### config.mk
export PLATFORM = sky130hd
export DESIGN_NAME = rx_dest_filter
export DESIGN_NICKNAME = d
export VERILOG_FILES = /design/src/rtl/rxf_pkg.sv /design/src/rtl/rxf_station_regs.sv /design/src/rtl/rxf_addr_scan.sv /design/src/rtl/rxf_classify.sv /design/src/rtl/rx_dest_filter.sv
export SDC_FILE = /design/constraint.sdc
export NUM_CORES = 1
export LEC_CHECK = 0
export BUFFER_PORTS_ARGS = -buffer_cell sky130_fd_sc_hd__buf_2
export CORE_UTILIZATION = 52
export CTS_CLUSTER_DIAMETER = 200
export DETAILED_ROUTE_END_ITERATION = 10
export PLACE_DENSITY_LB_ADDON = 0.15
export REMOVE_ABC_BUFFERS = 1
export SLEW_MARGIN = 20
export SYNTH_ARGS = -nofsm -noshare
export SYNTH_HDL_FRONTEND = slang
export SYNTH_HIERARCHICAL = 1
export SYNTH_SLANG_ARGS = --single-unit
### constraint.sdc
create_clock -name clk -period 2.12 [get_ports clk]
set_input_delay 0.212 -clock clk [delete_from_list [all_inputs] [get_ports clk]]
set_output_delay 0.212 -clock clk [all_outputs]
set_load 0.05 [all_outputs]
### src/rtl/rxf_pkg.sv
package rxf_pkg;

  typedef enum logic [1:0] {
    DC_REJECT = 2'd0,
    DC_UNI    = 2'd1,
    DC_MULTI  = 2'd2,
    DC_BCAST  = 2'd3
  } dclass_e;

  localparam int CTL_W      = 32;
  localparam int BIT_FLT_EN = 31;
  localparam int BIT_ACC_BC = 30;
  localparam int BIT_ACC_MC = 29;
  localparam int BIT_ACC_UC = 28;
  localparam int BIT_ACC_PM = 27;
  localparam int PTR_W      = 10;

  typedef struct packed {
    logic en;
    logic bc;
    logic mc;
    logic uc;
    logic pm;
  } acc_flags_t;

endpackage

### src/rtl/rxf_station_regs.sv
module rxf_station_regs
  import rxf_pkg::*;
#(
  parameter int NBYTES = 6
) (
  input  logic                  clk,
  input  logic                  rst_n,
  input  logic                  ctl_we,
  input  logic [CTL_W-1:0]      ctl_wdata,
  input  logic                  dat_we,
  input  logic [15:0]           dat_wdata,
  output acc_flags_t            flags,
  output logic [NBYTES*8-1:0]   station
);
  localparam int NWORDS = (NBYTES + 1) / 2;

  logic [PTR_W-1:0] ptr_q;
  acc_flags_t       flags_q;

  always_ff @(posedge clk) begin
    if (!rst_n) begin
      ptr_q   <= '0;
      flags_q <= '0;
    end else if (ctl_we) begin
      ptr_q      <= ctl_wdata[PTR_W-1:0];
      flags_q.en <= ctl_wdata[BIT_FLT_EN];
      flags_q.bc <= ctl_wdata[BIT_ACC_BC];
      flags_q.mc <= ctl_wdata[BIT_ACC_MC];
      flags_q.uc <= ctl_wdata[BIT_ACC_UC];
      flags_q.pm <= ctl_wdata[BIT_ACC_PM];
    end
  end

  for (genvar w = 0; w < NWORDS; w++) begin : g_word
    logic hit;
    assign hit = dat_we && (ptr_q == PTR_W'(2 * w));

    always_ff @(posedge clk) begin
      if (!rst_n) station[(2*w)*8 +: 8] <= '0;
      else if (hit) station[(2*w)*8 +: 8] <= dat_wdata[7:0];
    end

    if (2 * w + 1 < NBYTES) begin : g_hi
      always_ff @(posedge clk) begin
        if (!rst_n) station[(2*w+1)*8 +: 8] <= '0;
        else if (hit) station[(2*w+1)*8 +: 8] <= dat_wdata[15:8];
      end
    end
  end

  assign flags = flags_q;
endmodule

### src/rtl/rxf_addr_scan.sv
module rxf_addr_scan
  import rxf_pkg::*;
#(
  parameter int NBYTES = 6
) (
  input  logic                  clk,
  input  logic                  rst_n,
  input  logic                  beat,
  input  logic                  first,
  input  logic [7:0]            byte_in,
  input  logic [NBYTES*8-1:0]   station_live,
  input  acc_flags_t            flags_live,
  output logic                  last_beat,
  output logic                  is_bcast,
  output logic                  is_group,
  output logic                  is_match,
  output acc_flags_t            flags_frame
);
  localparam int IDX_W = $clog2(NBYTES + 1);

  logic [IDX_W-1:0]        idx_q;
  logic                    busy_q;
  logic                    ones_q;
  logic                    grp_q;
  logic                    match_q;
  logic [NBYTES*8-1:0]     snap_q;
  acc_flags_t              flags_q;
  logic [7:0]              exp_byte;

  assign exp_byte = snap_q[idx_q*8 +: 8];

  always_ff @(posedge clk) begin
    if (!rst_n) begin
      idx_q   <= '0;
      busy_q  <= 1'b0;
      ones_q  <= 1'b0;
      grp_q   <= 1'b0;
      match_q <= 1'b0;
      snap_q  <= '0;
      flags_q <= '0;
    end else if (beat && first) begin
      idx_q   <= IDX_W'(1);
      busy_q  <= (NBYTES > 1);
      ones_q  <= (byte_in == 8'hFF);
      grp_q   <= byte_in[0];
      match_q <= (byte_in == station_live[7:0]);
      snap_q  <= station_live;
      flags_q <= flags_live;
    end else if (beat && busy_q) begin
      ones_q  <= ones_q & (byte_in == 8'hFF);
      match_q <= match_q & (byte_in == exp_byte);
      idx_q   <= idx_q + IDX_W'(1);
      if (idx_q == IDX_W'(NBYTES - 1)) busy_q <= 1'b0;
    end
  end

  assign last_beat   = beat && !first && busy_q && (idx_q == IDX_W'(NBYTES - 1));
  assign is_bcast    = ones_q & (byte_in == 8'hFF);
  assign is_match    = match_q & (byte_in == exp_byte);
  assign is_group    = grp_q;
  assign flags_frame = flags_q;
endmodule

### src/rtl/rxf_classify.sv
module rxf_classify
  import rxf_pkg::*;
(
  input  acc_flags_t flags,
  input  logic       is_bcast,
  input  logic       is_group,
  input  logic       is_match,
  output logic       accept,
  output dclass_e    dclass
);
  dclass_e kind;

  always_comb begin
    if (is_bcast) begin
      kind   = DC_BCAST;
      accept = flags.en & flags.bc;
    end else if (is_group) begin
      kind   = DC_MULTI;
      accept = flags.en & flags.mc;
    end else begin
      kind   = DC_UNI;
      accept = flags.en & (flags.uc | (flags.pm & is_match));
    end
    dclass = accept ? kind : DC_REJECT;
  end
endmodule

### src/rtl/rx_dest_filter.sv
module rx_dest_filter
  import rxf_pkg::*;
#(
  parameter int NBYTES = 6
) (
  input  logic        clk,
  input  logic        rst_n,
  input  logic        cfg_ctl_we,
  input  logic [31:0] cfg_ctl_wdata,
  input  logic        cfg_dat_we,
  input  logic [15:0] cfg_dat_wdata,
  input  logic        s_valid,
  output logic        s_ready,
  input  logic        s_first,
  input  logic [7:0]  s_data,
  output logic        dec_valid,
  output logic        dec_accept,
  output logic [1:0]  dec_class
);
  acc_flags_t            flags_live;
  acc_flags_t            flags_frame;
  logic [NBYTES*8-1:0]   station_live;
  logic                  beat;
  logic                  last_beat;
  logic                  is_bcast;
  logic                  is_group;
  logic                  is_match;
  logic                  acc_nx;
  dclass_e               cls_nx;

  assign s_ready = 1'b1;
  assign beat    = s_valid & s_ready;

  rxf_station_regs #(.NBYTES(NBYTES)) u_regs (
    .clk       (clk),
    .rst_n     (rst_n),
    .ctl_we    (cfg_ctl_we),
    .ctl_wdata (cfg_ctl_wdata),
    .dat_we    (cfg_dat_we),
    .dat_wdata (cfg_dat_wdata),
    .flags     (flags_live),
    .station   (station_live)
  );

  rxf_addr_scan #(.NBYTES(NBYTES)) u_scan (
    .clk          (clk),
    .rst_n        (rst_n),
    .beat         (beat),
    .first        (s_first),
    .byte_in      (s_data),
    .station_live (station_live),
    .flags_live   (flags_live),
    .last_beat    (last_beat),
    .is_bcast     (is_bcast),
    .is_group     (is_group),
    .is_match     (is_match),
    .flags_frame  (flags_frame)
  );

  rxf_classify u_cls (
    .flags    (flags_frame),
    .is_bcast (is_bcast),
    .is_group (is_group),
    .is_match (is_match),
    .accept   (acc_nx),
    .dclass   (cls_nx)
  );

  always_ff @(posedge clk) begin
    if (!rst_n) begin
      dec_valid  <= 1'b0;
      dec_accept <= 1'b0;
      dec_class  <= 2'd0;
    end else if (beat && s_first) begin
      dec_valid  <= 1'b0;
      dec_accept <= 1'b0;
      dec_class  <= 2'd0;
    end else if (last_beat) begin
      dec_valid  <= 1'b1;
      dec_accept <= acc_nx;
      dec_class  <= cls_nx;
    end
  end
endmodule

==> implementation parameters <==
Parameter                              Value

Drt
  Violation count after the first detailed-route iteration    169
  Antenna Nets Post-Route    0
  Final routed wire length divided by cell count    14.8 µm
  Total length of routed wires    12200 µm
  Vias post-DR    4365
  Mean number of vias per cell    5.31
  DR pass1 iterations    4
  Residual DRC count    0

Cells and area
  Fillers    863
  Sequential Area    2540 µm²
  Total number of nets in the final design    737
  Area of the multi-input gates    2830 µm²
  Layout-stage area growth over the synthesis result    23.3%
  Diode insertion count for antenna repair    0
  Layout cell share with drive strength beyond 1    17.3%
  Final Instance Area    6850 µm²
  Post-Layout Cell Count    822

Power
  Sequential cell fraction of total power    43.2%
  Post-route total power    0.00573 W
  Switching power as a share of total power    22.4%
  Leakage power    2.73 nW
  Largest vdd supply drop    627 µV
  Internal power of the cells    0.00444 W
  Net load switching power    0.00129 W
  Proportion of power drawn by the clock network    49.6%
  Share of total power in combinational logic    7.2%
  Power density over the cells    836 nW/µm²

GRT
  Number of global-route vias before repair    4310
  Number of antenna violations at the first check in global routing    0
  Remaining Overflow, GRT    0
  GR peak layer    met2
  Global router's overall resource usage    23.5%
  Fraction of met3 tracks used by global routing    6.49%
  Largest net degree at the start of global routing    83
  First-pass GRT wire length    20300 µm
  Global-route met1 utilization    30.0%
  Met2 GRT Util    37.5%

STA
  Worst rel slew slack    66.4%
  Final Skew    0.00645 ns
  Fin Setup TNS    -0.706 ns
  Highest Clock Rate    0.403 GHz
  Post-route setup slack    -0.360 ns
  Slew at the pin with the worst max-slew slack    0.503 ns
  Shortest period the worst path allows    2.48 ns
  Final setup violating endpoints    2
  Setup repair after global routing missed its margin    true
  Number of hold violations in the final report    0
  Number of max-slew violations in the final report    0
  Final period util    117%

Clock network
  H-tree Lvls    4
  Insertion delay of the later-clocked pin in the worst-skew pair    0.53 ns
  Clock tree from TritonCTS    yes
  Number of CTS-inserted buffers    17
  Root buf cell    clkbuf_8
  Worst-path clk slew    0.06 ns
  Clk buf depth    2
  CTS Sinks    127

Critical path
  Kind of capture point of the worst setup path    flip-flop
  Delay of the slowest cell on the worst path    0.59 ns
  Type of origin of the critical path    flip-flop
  Crit Path Class    flip-flop to flip-flop
  CP Cell Sequence    buf_4 -> mux4_1 -> a211o_1 -> nor4_2 -> and4_4 -> a21oi_2 -> o41ai_2 -> mux2i_1 -> nor2_1
  Cell family with most CP delay    multiplexers
  Crit path arrival time    2.95 ns
  CP max stage cell    mux4_1
  Required time reported for the critical path endpoint    2.59 ns
  Maximum net fanout on the critical path    8
  Buffers plus inverters on the worst setup path    1

Outcome
  Outcome    finished with violations
  Violated checks    setup timing

Synth
  Most numerous cell in the Yosys netlist    nand2_1
  Cell count after synthesis    594
  Main flop type after synthesis    dfxtp_1
  Number of synthesized register bits    127
  Ranking of synthesized cells by area    dfxtp_1, mux2i_1, nand2_1
  Area of the mapped netlist    5560 µm²
  Yosys warnings    6
  Top cell type by total area after synthesis    dfxtp_1
  Sequential cell area fraction in the yosys report    45.8%
  Synthesized area divided by synthesized cell count    9.35 µm²
  Share of async-settable or async-resettable flops after synthesis    0%
  Share of Yosys cell area claimed by the top area cell type    45.8%
  Number of flops mapped to enable cells by yosys    0
  Synth unique cells    48
  Leading cell types by count after synthesis    nand2_1, dfxtp_1, mux2i_1

Die
  Floorplan die height    105 µm
  Area of the die    11100 µm²
  Placeable core area    10300 µm²
  Number of cell rows    37
  Number of top-level pins    67
  Initial Utilization    53.8%
  Die X    105 µm

Placed design
  Port Buffer Count    48
  Routability-driven placement congestion ratio    0.869
  Instance area at placement    5910 µm²
  DPL Wire Length    7930 µm
  Placed cell count    757

Hold path
  Worst hold-check path type    input port to flip-flop

Flow run
  Number of max-cap violations    0
-- timing repair --
action                                 CTS  global route
pin swaps                                4             3
endpoints found under the hold margin   64             0
buffers inserted                         1             0
cloned                                   0             0
resized for setup                        7             3
hold buffers                            32             0
setup endpoints to repair                3             3
-- area by class of cell --
type / count / share of cell area, %
clock inverters: 11 / 2.05
multi-input cells: 425 / 41.3
flip-flops and latches: 127 / 37.1
inverters: 4 / 0.219
clock buffers: 21 / 6.41
well taps: 136 / 2.48
repair buffers: 98 / 10.4
-- placed cells by master (no fill, tap or decap), drive strengths merged, types with 2 or more instances in the layout --
cell type and instances:
nand2 178, dfxtp 127, mux2i 75, buf 66, a21boi 55, dlygate4sd3 32, clkbuf 21, nor2b 19
nor2 11, xnor2 9, a21oi 8, nor4 7, o21ai 6, mux4 6, mux2 5, nand4 5
a22oi 5, clkinvlp 4, clkinv 4, inv 4, nor3 4, bufinv 3, xor2 3, and2 3
nand3 2, o41ai 2, nand3b 2, nand2b 2, o31ai 2, o22ai 2, ha 2
-- path summary, 6_finish.rpt --
check                    from               end  slack [ns]  cells after the start
min                   s_first        dec_accept        0.09                      3
min reg2reg  u_scan/snap_q[2]  u_scan/snap_q[2]        0.46                      2
max reg2reg   u_scan/idx_q[0]      dec_class[0]       -0.36                      9
max           u_scan/idx_q[0]      dec_class[0]       -0.36                      9
-- kinds of logic (layout without fill, tap and decap cells) --
logic type	count (synthesis)	in the layout	share of synthesized area, %
simple gates	237	237	19.2
xor+xnor	12	12	1.89
buf+inv	42	134	3.81
fa+ha+maj	2	2	0.450
other cells	1	1	0.0675
compound gates	87	87	11.6
mux	86	86	17.2
flops	127	127	45.8
-- state kept, by name, summed over array words and instances (netlist names) --
register            cells
u_scan/flags_frame      5
u_scan/ones_q           1
u_regs/station         48
dec_class               2
u_regs/ptr_q           10
u_scan/is_group         1
dec_valid               1
u_scan/match_q          1
u_scan/idx_q            3
u_regs/flags            5
u_scan/busy_q           1
u_scan/snap_q          48
dec_accept              1
-- stage by stage --
stage	util, %	hold slack, ns	setup slack, ns
after floorplan	-	0.330	-0.657
after global routing	66.4	0.105	-0.477
after detailed placement	57.3	0.453	-0.543
final	66.4	0.0902	-0.360
after CTS	66.2	0.0561	-0.366
after global placement	57.3	0.445	-0.438
-- worst reg2reg max path, cell delays in order, from the launching register on --
cell,delay (ns)
dfxtp_2,0.35
buf_4,0.18
mux4_1,0.59
a211o_1,0.29
nor4_2,0.19
and4_4,0.30
a21oi_2,0.06
o41ai_2,0.23
mux2i_1,0.12
nor2_1,0.10
-- power groups by stage --
stage / registers, W / clock network, W / logic, W
6_report: 0.00248 / 0.00284 / 0.000411
3_5_place_dp: 0.00253 / 0 / 0.000360
2_1_floorplan: 0.00252 / 0 / 0.000192
4_1_cts: 0.00248 / 0.00290 / 0.000410
3_3_place_gp: 0.00252 / 0 / 0.000349
5_1_grt: 0.00248 / 0.00299 / 0.000451
-- per-layer routing --
layer | routed length, µm | vias up
li1 | - | 2181
met3 | 480 | 14
met1 | 5870 | 2087
met2 | 5680 | 83
met4 | 150 | 0
met5 | 0 | -
Power figures use the tool's default switching activity.
